==> src/rtl/uart_sic_pkg.sv <==
package uart_sic_pkg;
  localparam int REG_W = 32;

  localparam logic [7:0] OFF_CTRL_A = 8'h00;
  localparam logic [7:0] OFF_CTRL_B = 8'h04;
  localparam logic [7:0] OFF_CTRL_C = 8'h08;
  localparam logic [7:0] OFF_REQ    = 8'h18;
  localparam logic [7:0] OFF_STAT   = 8'h1C;
  localparam logic [7:0] OFF_CLR    = 8'h20;
  localparam logic [7:0] OFF_RXD    = 8'h24;
  localparam logic [7:0] OFF_TXD    = 8'h28;

  // status bit positions
  localparam int S_RXF   = 0;
  localparam int S_OVR   = 1;
  localparam int S_TXE   = 2;
  localparam int S_TXD   = 3;
  localparam int S_IDLE  = 4;
  localparam int S_PAR   = 5;
  localparam int S_FRM   = 6;
  localparam int S_MATCH = 7;
  localparam int S_EOB   = 8;
  localparam int S_RTO   = 9;
  localparam int S_ABR   = 10;
  localparam int S_CTS   = 11;
  localparam int S_BRK   = 12;
  localparam int S_WAKE  = 13;
  localparam int S_TACK  = 16;

  // control A
  localparam int A_UEN   = 0;
  localparam int A_RXEN  = 1;
  localparam int A_TXEIE = 2;
  localparam int A_TXDIE = 3;
  localparam int A_RXFIE = 4;
  localparam int A_IDLIE = 5;
  localparam int A_PARIE = 6;
  localparam int A_MATIE = 7;
  localparam int A_EOBIE = 8;
  localparam int A_RTOIE = 9;
  // control B
  localparam int B_BRKIE = 0;
  // control C
  localparam int C_ERRIE = 0;
  localparam int C_CTSIE = 1;
  localparam int C_WAKIE = 2;
  localparam int C_OVDIS = 3;
  // request
  localparam int Q_FLUSH = 0;

  localparam logic [REG_W-1:0] STAT_RST =
    (REG_W'(1) << S_TXE) | (REG_W'(1) << S_TXD) | (REG_W'(1) << S_TACK);
  localparam logic [REG_W-1:0] EVT_MASK = REG_W'(32'h0000_3FF0);
  localparam logic [REG_W-1:0] RX_OWNED = (REG_W'(1) << S_RXF) | (REG_W'(1) << S_OVR);

  typedef struct packed {
    logic sel;
    logic we;
    logic [7:0] off;
    logic [REG_W-1:0] wdata;
  } bus_req_t;

  function automatic logic irq_merge(input logic [REG_W-1:0] st,
                                     input logic [REG_W-1:0] ca,
                                     input logic [REG_W-1:0] cb,
                                     input logic [REG_W-1:0] cc);
    logic [13:0] src;
    src[0]  = st[S_TXE]   & ca[A_TXEIE];
    src[1]  = st[S_TXD]   & ca[A_TXDIE];
    src[2]  = st[S_RXF]   & ca[A_RXFIE];
    src[3]  = st[S_IDLE]  & ca[A_IDLIE];
    src[4]  = st[S_PAR]   & ca[A_PARIE];
    src[5]  = st[S_MATCH] & ca[A_MATIE];
    src[6]  = st[S_EOB]   & ca[A_EOBIE];
    src[7]  = st[S_RTO]   & ca[A_RTOIE];
    src[8]  = st[S_ABR]   & ca[A_RXFIE];
    src[9]  = st[S_CTS]   & cc[C_CTSIE];
    src[10] = st[S_BRK]   & cb[B_BRKIE];
    src[11] = st[S_WAKE]  & cc[C_WAKIE];
    src[12] = st[S_FRM]   & cc[C_ERRIE];
    src[13] = st[S_OVR]   & (ca[A_RXFIE] | cc[C_ERRIE]);
    return |src;
  endfunction

  function automatic logic off_hit(input bus_req_t r, input logic [7:0] off, input logic wr);
    return r.sel && (r.we == wr) && (r.off == off);
  endfunction
endpackage

==> src/rtl/uart_sic_rx.sv <==
module uart_sic_rx #(
  parameter int BYTE_W = 8
) (
  input  logic              clk,
  input  logic              rst_n,
  input  logic              in_valid,
  input  logic [BYTE_W-1:0] in_byte,
  input  logic              rx_enabled,
  input  logic              ovr_det_en,
  input  logic              clr_full,
  input  logic              clr_ovr,
  output logic              full_q,
  output logic              ovr_q,
  output logic [BYTE_W-1:0] data_q,
  output logic              accept_evt,
  output logic              ovr_evt
);
  logic take;

  assign take       = in_valid & rx_enabled;
  assign ovr_evt    = take & ovr_det_en & full_q & ~clr_full;
  assign accept_evt = take & ~ovr_evt;

  always_ff @(posedge clk or negedge rst_n) begin
    if (!rst_n) begin
      full_q <= 1'b0;
      data_q <= '0;
    end else if (accept_evt) begin
      full_q <= 1'b1;
      data_q <= in_byte;
    end else if (clr_full) begin
      full_q <= 1'b0;
    end
  end

  always_ff @(posedge clk or negedge rst_n) begin
    if (!rst_n)       ovr_q <= 1'b0;
    else if (ovr_evt) ovr_q <= 1'b1;
    else if (clr_ovr) ovr_q <= 1'b0;
  end

  // a dropped byte leaves the data word untouched
  assert_drop_keeps_data_R1: assert property (@(posedge clk) disable iff (!rst_n)
    (in_valid && !rx_enabled) |=> $stable(data_q));

  // overrun keeps the old byte and raises the flag
  assert_overrun_keeps_R2: assert property (@(posedge clk) disable iff (!rst_n)
    ovr_evt |=> (ovr_q && $stable(data_q)));

  // accepted byte lands in the data word with rx_full set
  assert_accept_stores_R3: assert property (@(posedge clk) disable iff (!rst_n)
    accept_evt |=> (full_q && data_q == $past(in_byte)));

  // a clear with no incoming byte empties the holding word
  assert_clear_empties_R5: assert property (@(posedge clk) disable iff (!rst_n)
    (clr_full && !accept_evt) |=> !full_q);
endmodule

==> src/rtl/uart_sic_tx.sv <==
module uart_sic_tx #(
  parameter int BYTE_W = 8,
  parameter int REG_W  = 32
) (
  input  logic              clk,
  input  logic              rst_n,
  input  logic              wr,
  input  logic [REG_W-1:0]  wdata,
  output logic [REG_W-1:0]  word_q,
  output logic              tx_valid,
  output logic [BYTE_W-1:0] tx_data
);
  always_ff @(posedge clk or negedge rst_n) begin
    if (!rst_n) begin
      word_q   <= '0;
      tx_valid <= 1'b0;
      tx_data  <= '0;
    end else begin
      tx_valid <= wr;
      if (wr) begin
        word_q  <= wdata;
        tx_data <= wdata[BYTE_W-1:0];
      end
    end
  end

  // each write yields one strobe carrying its low byte
  assert_tx_strobe_R7: assert property (@(posedge clk) disable iff (!rst_n)
    wr |=> (tx_valid && tx_data == $past(wdata[BYTE_W-1:0])));
  assert_tx_quiet_R7: assert property (@(posedge clk) disable iff (!rst_n)
    !wr |=> !tx_valid);
endmodule

==> src/rtl/uart_sic_irq.sv <==
module uart_sic_irq
  import uart_sic_pkg::*;
(
  input  logic             clk,
  input  logic             rst_n,
  input  logic [REG_W-1:0] stat,
  input  logic [REG_W-1:0] ctrl_a,
  input  logic [REG_W-1:0] ctrl_b,
  input  logic [REG_W-1:0] ctrl_c,
  output logic             irq_q
);
  logic irq_comb;

  assign irq_comb = irq_merge(stat, ctrl_a, ctrl_b, ctrl_c);

  always_ff @(posedge clk or negedge rst_n) begin
    if (!rst_n) irq_q <= 1'b0;
    else        irq_q <= irq_comb;
  end

  // overrun raises the line through the error enable alone
  assert_ovr_err_pair_R8: assert property (@(posedge clk) disable iff (!rst_n)
    (stat[S_OVR] && ctrl_c[C_ERRIE]) |=> irq_q);
  // auto-baud flag shares the rx_full enable
  assert_abr_pair_R8: assert property (@(posedge clk) disable iff (!rst_n)
    (stat[S_ABR] && ctrl_a[A_RXFIE]) |=> irq_q);
endmodule

==> src/rtl/uart_status_irq.sv <==
module uart_status_irq
  import uart_sic_pkg::*;
#(
  parameter int ADDR_W = 8,
  parameter int BYTE_W = 8
) (
  input  logic              clk,
  input  logic              rst_n,
  input  logic              bus_sel,
  input  logic              bus_we,
  input  logic [ADDR_W-1:0] bus_addr,
  input  logic [31:0]       bus_wdata,
  output logic [31:0]       bus_rdata,
  input  logic              rx_valid,
  input  logic [BYTE_W-1:0] rx_data,
  output logic              rx_ready,
  output logic              tx_valid,
  output logic [BYTE_W-1:0] tx_data,
  input  logic [31:0]       evt_set,
  output logic              irq
);
  bus_req_t req;
  logic [REG_W-1:0] ctrl_a_q, ctrl_b_q, ctrl_c_q, stat_q, stat_nxt, stat_view;
  logic [REG_W-1:0] tx_word;
  logic [BYTE_W-1:0] rx_byte;
  logic rx_full, rx_ovr, accept_evt, ovr_evt;
  logic rd_rx_evt, flush_evt, clr_wr, tx_wr, clr_full, clr_ovr, rx_enabled;
  logic ie_none;

  assign req.sel   = bus_sel;
  assign req.we    = bus_we;
  assign req.off   = 8'(bus_addr);
  assign req.wdata = bus_wdata;

  assign rd_rx_evt = off_hit(req, OFF_RXD, 1'b0);
  assign flush_evt = off_hit(req, OFF_REQ, 1'b1) && bus_wdata[Q_FLUSH];
  assign clr_wr    = off_hit(req, OFF_CLR, 1'b1);
  assign tx_wr     = off_hit(req, OFF_TXD, 1'b1);
  assign clr_full  = rd_rx_evt | flush_evt | (clr_wr & bus_wdata[S_RXF]);
  assign clr_ovr   = clr_wr & bus_wdata[S_OVR];
  assign rx_enabled = ctrl_a_q[A_UEN] & ctrl_a_q[A_RXEN];

  always_ff @(posedge clk or negedge rst_n) begin
    if (!rst_n) begin
      ctrl_a_q <= '0;
      ctrl_b_q <= '0;
      ctrl_c_q <= '0;
    end else begin
      if (off_hit(req, OFF_CTRL_A, 1'b1)) ctrl_a_q <= bus_wdata;
      if (off_hit(req, OFF_CTRL_B, 1'b1)) ctrl_b_q <= bus_wdata;
      if (off_hit(req, OFF_CTRL_C, 1'b1)) ctrl_c_q <= bus_wdata;
    end
  end

  uart_sic_rx #(.BYTE_W(BYTE_W)) u_rx (
    .clk        (clk),
    .rst_n      (rst_n),
    .in_valid   (rx_valid),
    .in_byte    (rx_data),
    .rx_enabled (rx_enabled),
    .ovr_det_en (~ctrl_c_q[C_OVDIS]),
    .clr_full   (clr_full),
    .clr_ovr    (clr_ovr),
    .full_q     (rx_full),
    .ovr_q      (rx_ovr),
    .data_q     (rx_byte),
    .accept_evt (accept_evt),
    .ovr_evt    (ovr_evt)
  );

  uart_sic_tx #(.BYTE_W(BYTE_W), .REG_W(REG_W)) u_tx (
    .clk      (clk),
    .rst_n    (rst_n),
    .wr       (tx_wr),
    .wdata    (bus_wdata),
    .word_q   (tx_word),
    .tx_valid (tx_valid),
    .tx_data  (tx_data)
  );

  // other status bits: clear first, then sets override
  always_comb begin
    stat_nxt = stat_q;
    if (clr_wr) stat_nxt = stat_nxt & ~bus_wdata;
    stat_nxt = stat_nxt | (evt_set & EVT_MASK);
    if (tx_wr) stat_nxt[S_TXD] = 1'b1;
    stat_nxt = stat_nxt & ~RX_OWNED;
  end

  always_ff @(posedge clk or negedge rst_n) begin
    if (!rst_n) stat_q <= STAT_RST & ~RX_OWNED;
    else        stat_q <= stat_nxt;
  end

  assign stat_view = stat_q | (REG_W'(rx_full) << S_RXF) | (REG_W'(rx_ovr) << S_OVR);
  assign rx_ready  = ~rx_full;

  uart_sic_irq u_irq (
    .clk    (clk),
    .rst_n  (rst_n),
    .stat   (stat_view),
    .ctrl_a (ctrl_a_q),
    .ctrl_b (ctrl_b_q),
    .ctrl_c (ctrl_c_q),
    .irq_q  (irq)
  );

  always_comb begin
    bus_rdata = '0;
    if (bus_sel && !bus_we) begin
      unique case (req.off)
        OFF_CTRL_A: bus_rdata = ctrl_a_q;
        OFF_CTRL_B: bus_rdata = ctrl_b_q;
        OFF_CTRL_C: bus_rdata = ctrl_c_q;
        OFF_STAT:   bus_rdata = stat_view;
        OFF_RXD:    bus_rdata = REG_W'(rx_byte);
        OFF_TXD:    bus_rdata = tx_word;
        default:    bus_rdata = '0;
      endcase
    end
  end

  assign ie_none = (ctrl_a_q[A_RTOIE:A_TXEIE] == '0) && !ctrl_b_q[B_BRKIE] &&
                   (ctrl_c_q[C_WAKIE:C_ERRIE] == '0);

  // with every enable clear, the line stays low
  assert_irq_quiet_R8: assert property (@(posedge clk) disable iff (!rst_n)
    ie_none |=> !irq);
  // status written directly keeps its value apart from event sets
  assert_stat_write_ignored_R6: assert property (@(posedge clk) disable iff (!rst_n)
    (off_hit(req, OFF_STAT, 1'b1) && evt_set == '0 && !rx_valid) |=> $stable(stat_view));
  // event input never touches rx-side flags
  assert_evt_mask_R12: assert property (@(posedge clk) disable iff (!rst_n)
    (!rx_valid && !rx_full) |=> !rx_full);
endmodule

==> config.mk <==
export PLATFORM = sky130hd
export DESIGN_NAME = uart_status_irq
export DESIGN_NICKNAME = d
export VERILOG_FILES = /design/src/rtl/uart_sic_pkg.sv /design/src/rtl/uart_sic_rx.sv /design/src/rtl/uart_sic_tx.sv /design/src/rtl/uart_sic_irq.sv /design/src/rtl/uart_status_irq.sv
export SDC_FILE = /design/constraint.sdc
export NUM_CORES = 1
export LEC_CHECK = 0
export CORE_MARGIN = 4
export CORE_UTILIZATION = 58
export CTS_CLUSTER_SIZE = 25
export DETAILED_ROUTE_END_ITERATION = 8
export HOLD_SLACK_MARGIN = 0.1
export PLACE_DENSITY = 0.92
export SYNTH_ARGS = -nofsm -noshare
export SYNTH_HDL_FRONTEND = slang
export SYNTH_SLANG_ARGS = --single-unit
==> constraint.sdc <==
create_clock -name clk -period 7.8 [get_ports clk]
set_clock_uncertainty 0.1 [all_clocks]
set_input_delay 2.34 -clock clk [delete_from_list [all_inputs] [get_ports clk]]
set_output_delay 2.34 -clock clk [all_outputs]
set_load 0.01 [all_outputs]
-- Yosys cells after proc, flatten, opt, wreduce, memory -nomap -nowiden
Index checks and enable logic that the tools add are counted.
- register bits: 178
- word-level logic and storage cells: 77
- output and inout bits: 43
- input bits: 85
- equality and inequality tests: 7
- multiplexer cells: 8
- bitwise gates (word level): 35
- reductions and logical operators: 16
- operators by type and width (kind ; count):
    32-bit one-hot mux with 6 select lines ; 1
    32-bit 2-to-1 mux ; 2
    32-bit AND ; 1
    32-bit inverter ; 1
    32-bit by 1-bit bitwise OR with 32-bit output ; 1
    32-bit by 14-bit bitwise OR with 32-bit output ; 1
    32-bit by 2-bit bitwise OR with 32-bit output ; 1
    8-bit by 6-bit equality test with 1-bit output, second input constant ; 3
    1-bit AND ; 22
    8-bit by 5-bit equality test with 1-bit output, second input constant ; 2
    14-bit OR reduction ; 1
    1-bit logical AND ; 11
    8-bit by 3-bit equality test with 1-bit output, second input constant ; 1
    8-bit by 4-bit equality test with 1-bit output, second input constant ; 1
    8-bit zero test ; 1
    1-bit 2-to-1 mux ; 5
    1-bit inverter ; 5
    2-bit nonzero test ; 2
    1-bit bitwise OR ; 3
    1-bit zero test ; 1

-- Logic depth before layout (Yosys ltp)
- word-level depth: 10
- depth in mapped cells: 7
- gate-level depth less buffers: 4

-- Cells and area by module
A second synthesis with hierarchy kept.
- cells, all modules: 651
- area, all modules: 8285.4 sq um
- modules (own cells, without submodules) (module ; area each (sq um) ; times used ; cells an instance):
    uart_status_irq ; 6302.3 ; 1 ; 537
    uart_sic_tx ; 1430.1 ; 1 ; 77
    uart_sic_rx ; 457.9 ; 1 ; 27
    uart_sic_irq ; 95.1 ; 1 ; 10

-- Worst setup path after synthesis
Ideal clock, no wire load.
- path type: input to output
- from: input bus_addr[2]
- to: output bus_rdata[25]
- setup slack: 1.411 ns
- data required time: 5.360 ns
- buffers on the path: 3
- arrival: 3.949 ns
- cell stages on the path: 7
- cells stage by stage: buf_2 nor4b_1 clkbuf_1 and2_1 clkbuf_1 nand3_1 a41oi_1
- cells in the longest elaborated chain, start to end: 3
- ends and longest elaborated chain (what ; line ; RTL):
    from (decl) ; uart_status_irq.sv:11 ; input logic [ADDR_W-1:0] bus_addr,
    8-bit by 6-bit equality test with 1-bit output (tied with other cells) ; uart_status_irq.sv:111 ; unique case (req.off)
    32-bit one-hot mux with 6 select lines (*) ; uart_status_irq.sv:111 ;
    32-bit 2-to-1 mux (*) ; uart_status_irq.sv:110 ; if (bus_sel && !bus_we) begin
    to (decl) ; uart_status_irq.sv:13 ; output logic [31:0] bus_rdata,
Mark *: on every way between the ends. The rest lies on a longest branch, timed or not.

-- Worst setup path in the final report
- from: input bus_addr[7]
- to: output bus_rdata[25]
The elaborated chain is that of the path after synthesis.

==> summary.md <==
| Metric | Value |
|---|---|
| Status | `complete, no violations` |
| Post-DP HPWL | `between 15 and 20 mm` |
| Largest net degree at the start of global routing | `~130` |
| 1st-iter DRT viols | `roughly 780` |
| Syn-to-layout area delta | `23.0%` |
| Core Region | `around 14000 um^2` |
| Drt pass-1 iters | `6` |
| Routed len/inst | `roughly 24 um` |
| Final Hold Fails | `0` |
| Period Utilization, post-route | `0.981` |
| Max Clk Rate | `about 130 MHz` |
| Synth Warn # | `0` |
| Post-route cell area | `between 10000 and 15000 um^2` |
| Required @ worst endpoint | `between 5 and 6 ns` |
| Tot Pwr | `a little under 2000 uW` |
| Cts repair resizes | `0` |
| Worst VDD drop | `about 140 uV` |
| Clock Path Buffers | `2` |
| Worst skew pair latency | `0.42 ns` |
| Yosys reg bits | `170` |
| Cell accounting for the most synthesized area | `dfrtp_1` |
| Initial core utilization | `0.592` |
| Seq/Total Area, Yosys | `0.519` |
| Worst Hold Class | `flip-flop to flip-flop` |
| DP Area | `around 9500 um^2` |
| Final setup fails | `0` |
| Mean Syn Cell Area | `between 10 and 15 um^2` |
| Die X | `roughly 130 um` |
| Multi-input logic area | `3640 um^2` |
| Sink Count | `170` |
| Worst slew pin tran | `about 1.2 ns` |
| Gr ovfl total | `0` |
| Max-Cap Viols | `0` |
| Die height | `between 100 and 150 um` |
| Most common cell in the netlist | `dfrtp_1` |
| Clock Root Buffer | `clkbuf_16` |
| Placer Congestion | `between 0.9 and 1` |
| GRT Util Overall | `0.291` |
| ANT cells | `0` |
| Ys flop type | `dfrtp_1` |
| H-tree Lvls | `4` |
| Share of layout cells above drive strength 1 | `0.291` |
| Largest cells by area after synthesis | `dfrtp_1 51%, mux2_2 18%, nand3_1 2.8%, mux2i_1 2.2%, a21boi_0 1.7%` |
| Initial antenna violation count | `0` |
| Die area | `approximately 16000 um^2` |
| CTS clk-pin slew, worst paths | `about 0.060 ns` |
| Number of enable flip-flop cells after synthesis | `0` |
| Post-Route WL | `22.6 mm` |
| Slew HR | `0.189` |
| DRC viols | `0` |
| Routed Antenna Nets | `0` |
| Port bufs | `105` |
| Post-Synthesis Cell Area | `roughly 8000 um^2` |
| Fill count | `885` |
| DR vias/cell | `about 6.6` |
| Mapped Cells | `between 600 and 700` |
| Ys async rst share | `1.00` |
| Leak | `roughly 0.0044 uW` |
| Distinct cells, synth | `59` |
| First-pass GRT wire length | `between 30 and 40 mm` |
| CTS Buf Count | `17` |
| Critical path endpoint category | `output pin` |
| Sum Neg Setup Slack | `0 ns` |
| Register area | `about 4300 um^2` |
| Via count | `6281` |
| Vias in the first global route | `~6700` |
| Setup bufs post-CTS | `0` |
| Syn nets | `roughly 740` |
| Top-area cell type share of the netlist area | `0.509` |
| RSZ-0062 raised after global routing | `false` |
| Crit start category | `input port` |
| CTS tree | `done` |
| Pwr Density | `just under 200 nW/um^2` |
| Fin nets | `about 840` |
| IO Pins | `between 100 and 150` |
| CTS Hold Bufs | `0` |
| Row cnt | `43` |
| CP Max Fanout | `11` |
| Final Max Tran Viols | `0` |
| Worst Path Class, Setup | `input port to output pin` |
| Top cells by count, synth | `167 x dfrtp_1, 133 x mux2_2, 46 x nand3_1` |
| Minimum clock period | `about 7.6 ns` |
| CP arrival | `about 5.2 ns` |
[metrics by stage]
| step | cells | hold slack, ns | setup WS [ns] | utilization |
|---|---|---|---|---|
| after floorplan | 656 | 0.354 | 1.41 | - |
| after global placement | 917 | 0.363 | 0.290 | 0.682 |
| after detailed placement | 917 | 0.378 | 0.239 | 0.682 |
| after CTS | 949 | 0.387 | 0.224 | 0.728 |
| after global routing | 949 | 0.400 | 0.0535 | 0.728 |
| final | 949 | 0.388 | 0.150 | 0.728 |
[cell usage in the layout, fill, tap and decap left out, types with 9 or more instances in the layout]
cell type,n
o2bb2ai_1,13
a22o_1,13
a22oi_1,18
o21a_1,13
a21oi_1,19
a21boi_0,19
dfrtp_1,167
mux2i_1,18
buf_4,34
mux2_2,133
nand2_1,23
mux2_1,10
a31oi_1,9
a21o_1,11
clkbuf_16,17
nand3_1,46
clkdlybuf4s50_1,104
[cell families after synthesis]
kind of cell	synth area share
DFF	0.519
muxes	0.218
AOI/OAI and AO/OA	0.133
and+or+nand+nor	0.0873
buffers and inverters	0.0431
[critical path, cell delays in order]
cell	delay (ns)
clkdlybuf4s50_1	0.45
nor3_2	0.41
a21oi_1	0.18
or4_1	0.84
a41oi_1	0.38
clkdlybuf4s50_1	0.60
[power breakdown]
part	internal [uW]	switching (uW)
sequential	901	12.0
combinational	61.2	74.4
clock	574	335
[layer usage]
metal | track usage | part of all wire
met5 | 0 | 0
met2 | 0.479 | 0.50
met3 | 0.0635 | 0.082
met4 | 0.126 | 0.028
met1 | 0.376 | 0.39
[state kept, by name, indices dropped and copies added, names as in the netlist]
register and cells:
u_irq.irq_q 1, ctrl_b_q 32, u_rx.ovr_q 1, u_tx.tx_valid 1
u_tx.word_q 25, ctrl_a_q 32, ctrl_c_q 32, u_rx.full_q 1
u_tx.tx_data 7, stat_q 30, u_rx.data_q 8
[cell type report]
| class | instances | area share |
|---|---|---|
| flip-flops and latches | 170 | 0.422 |
| multi-input cells | 424 | 0.360 |
| repair buffers | 140 | 0.131 |
| clock buffers | 19 | 0.0439 |
| well taps | 180 | 0.0223 |
| clock inverters | 13 | 0.0196 |
| inverters | 3 | 0.00111 |
[worst paths after layout]
kind	startpoint	end	slack (ns)	cells after the start
setup / recovery	bus_addr[7]	bus_rdata[25]	0.15	6
hold / removal	ctrl_b_q[2]$_DFFE_PN0P_	ctrl_b_q[2]$_DFFE_PN0P_	0.39	1
setup reg to reg	u_rx.full_q$_DFFE_PN0P_	u_rx.data_q[0]$_DFFE_PN0P_	6.07	3
hold reg to reg	ctrl_b_q[2]$_DFFE_PN0P_	ctrl_b_q[2]$_DFFE_PN0P_	0.39	1
max in group asynchronous	rst_n	stat_q[16]$_DFFE_PN1N_	4.36	2
min in group asynchronous	rst_n	ctrl_c_q[28]$_DFFE_PN0P_	2.00	1
(Power assumes the default switching activity.)
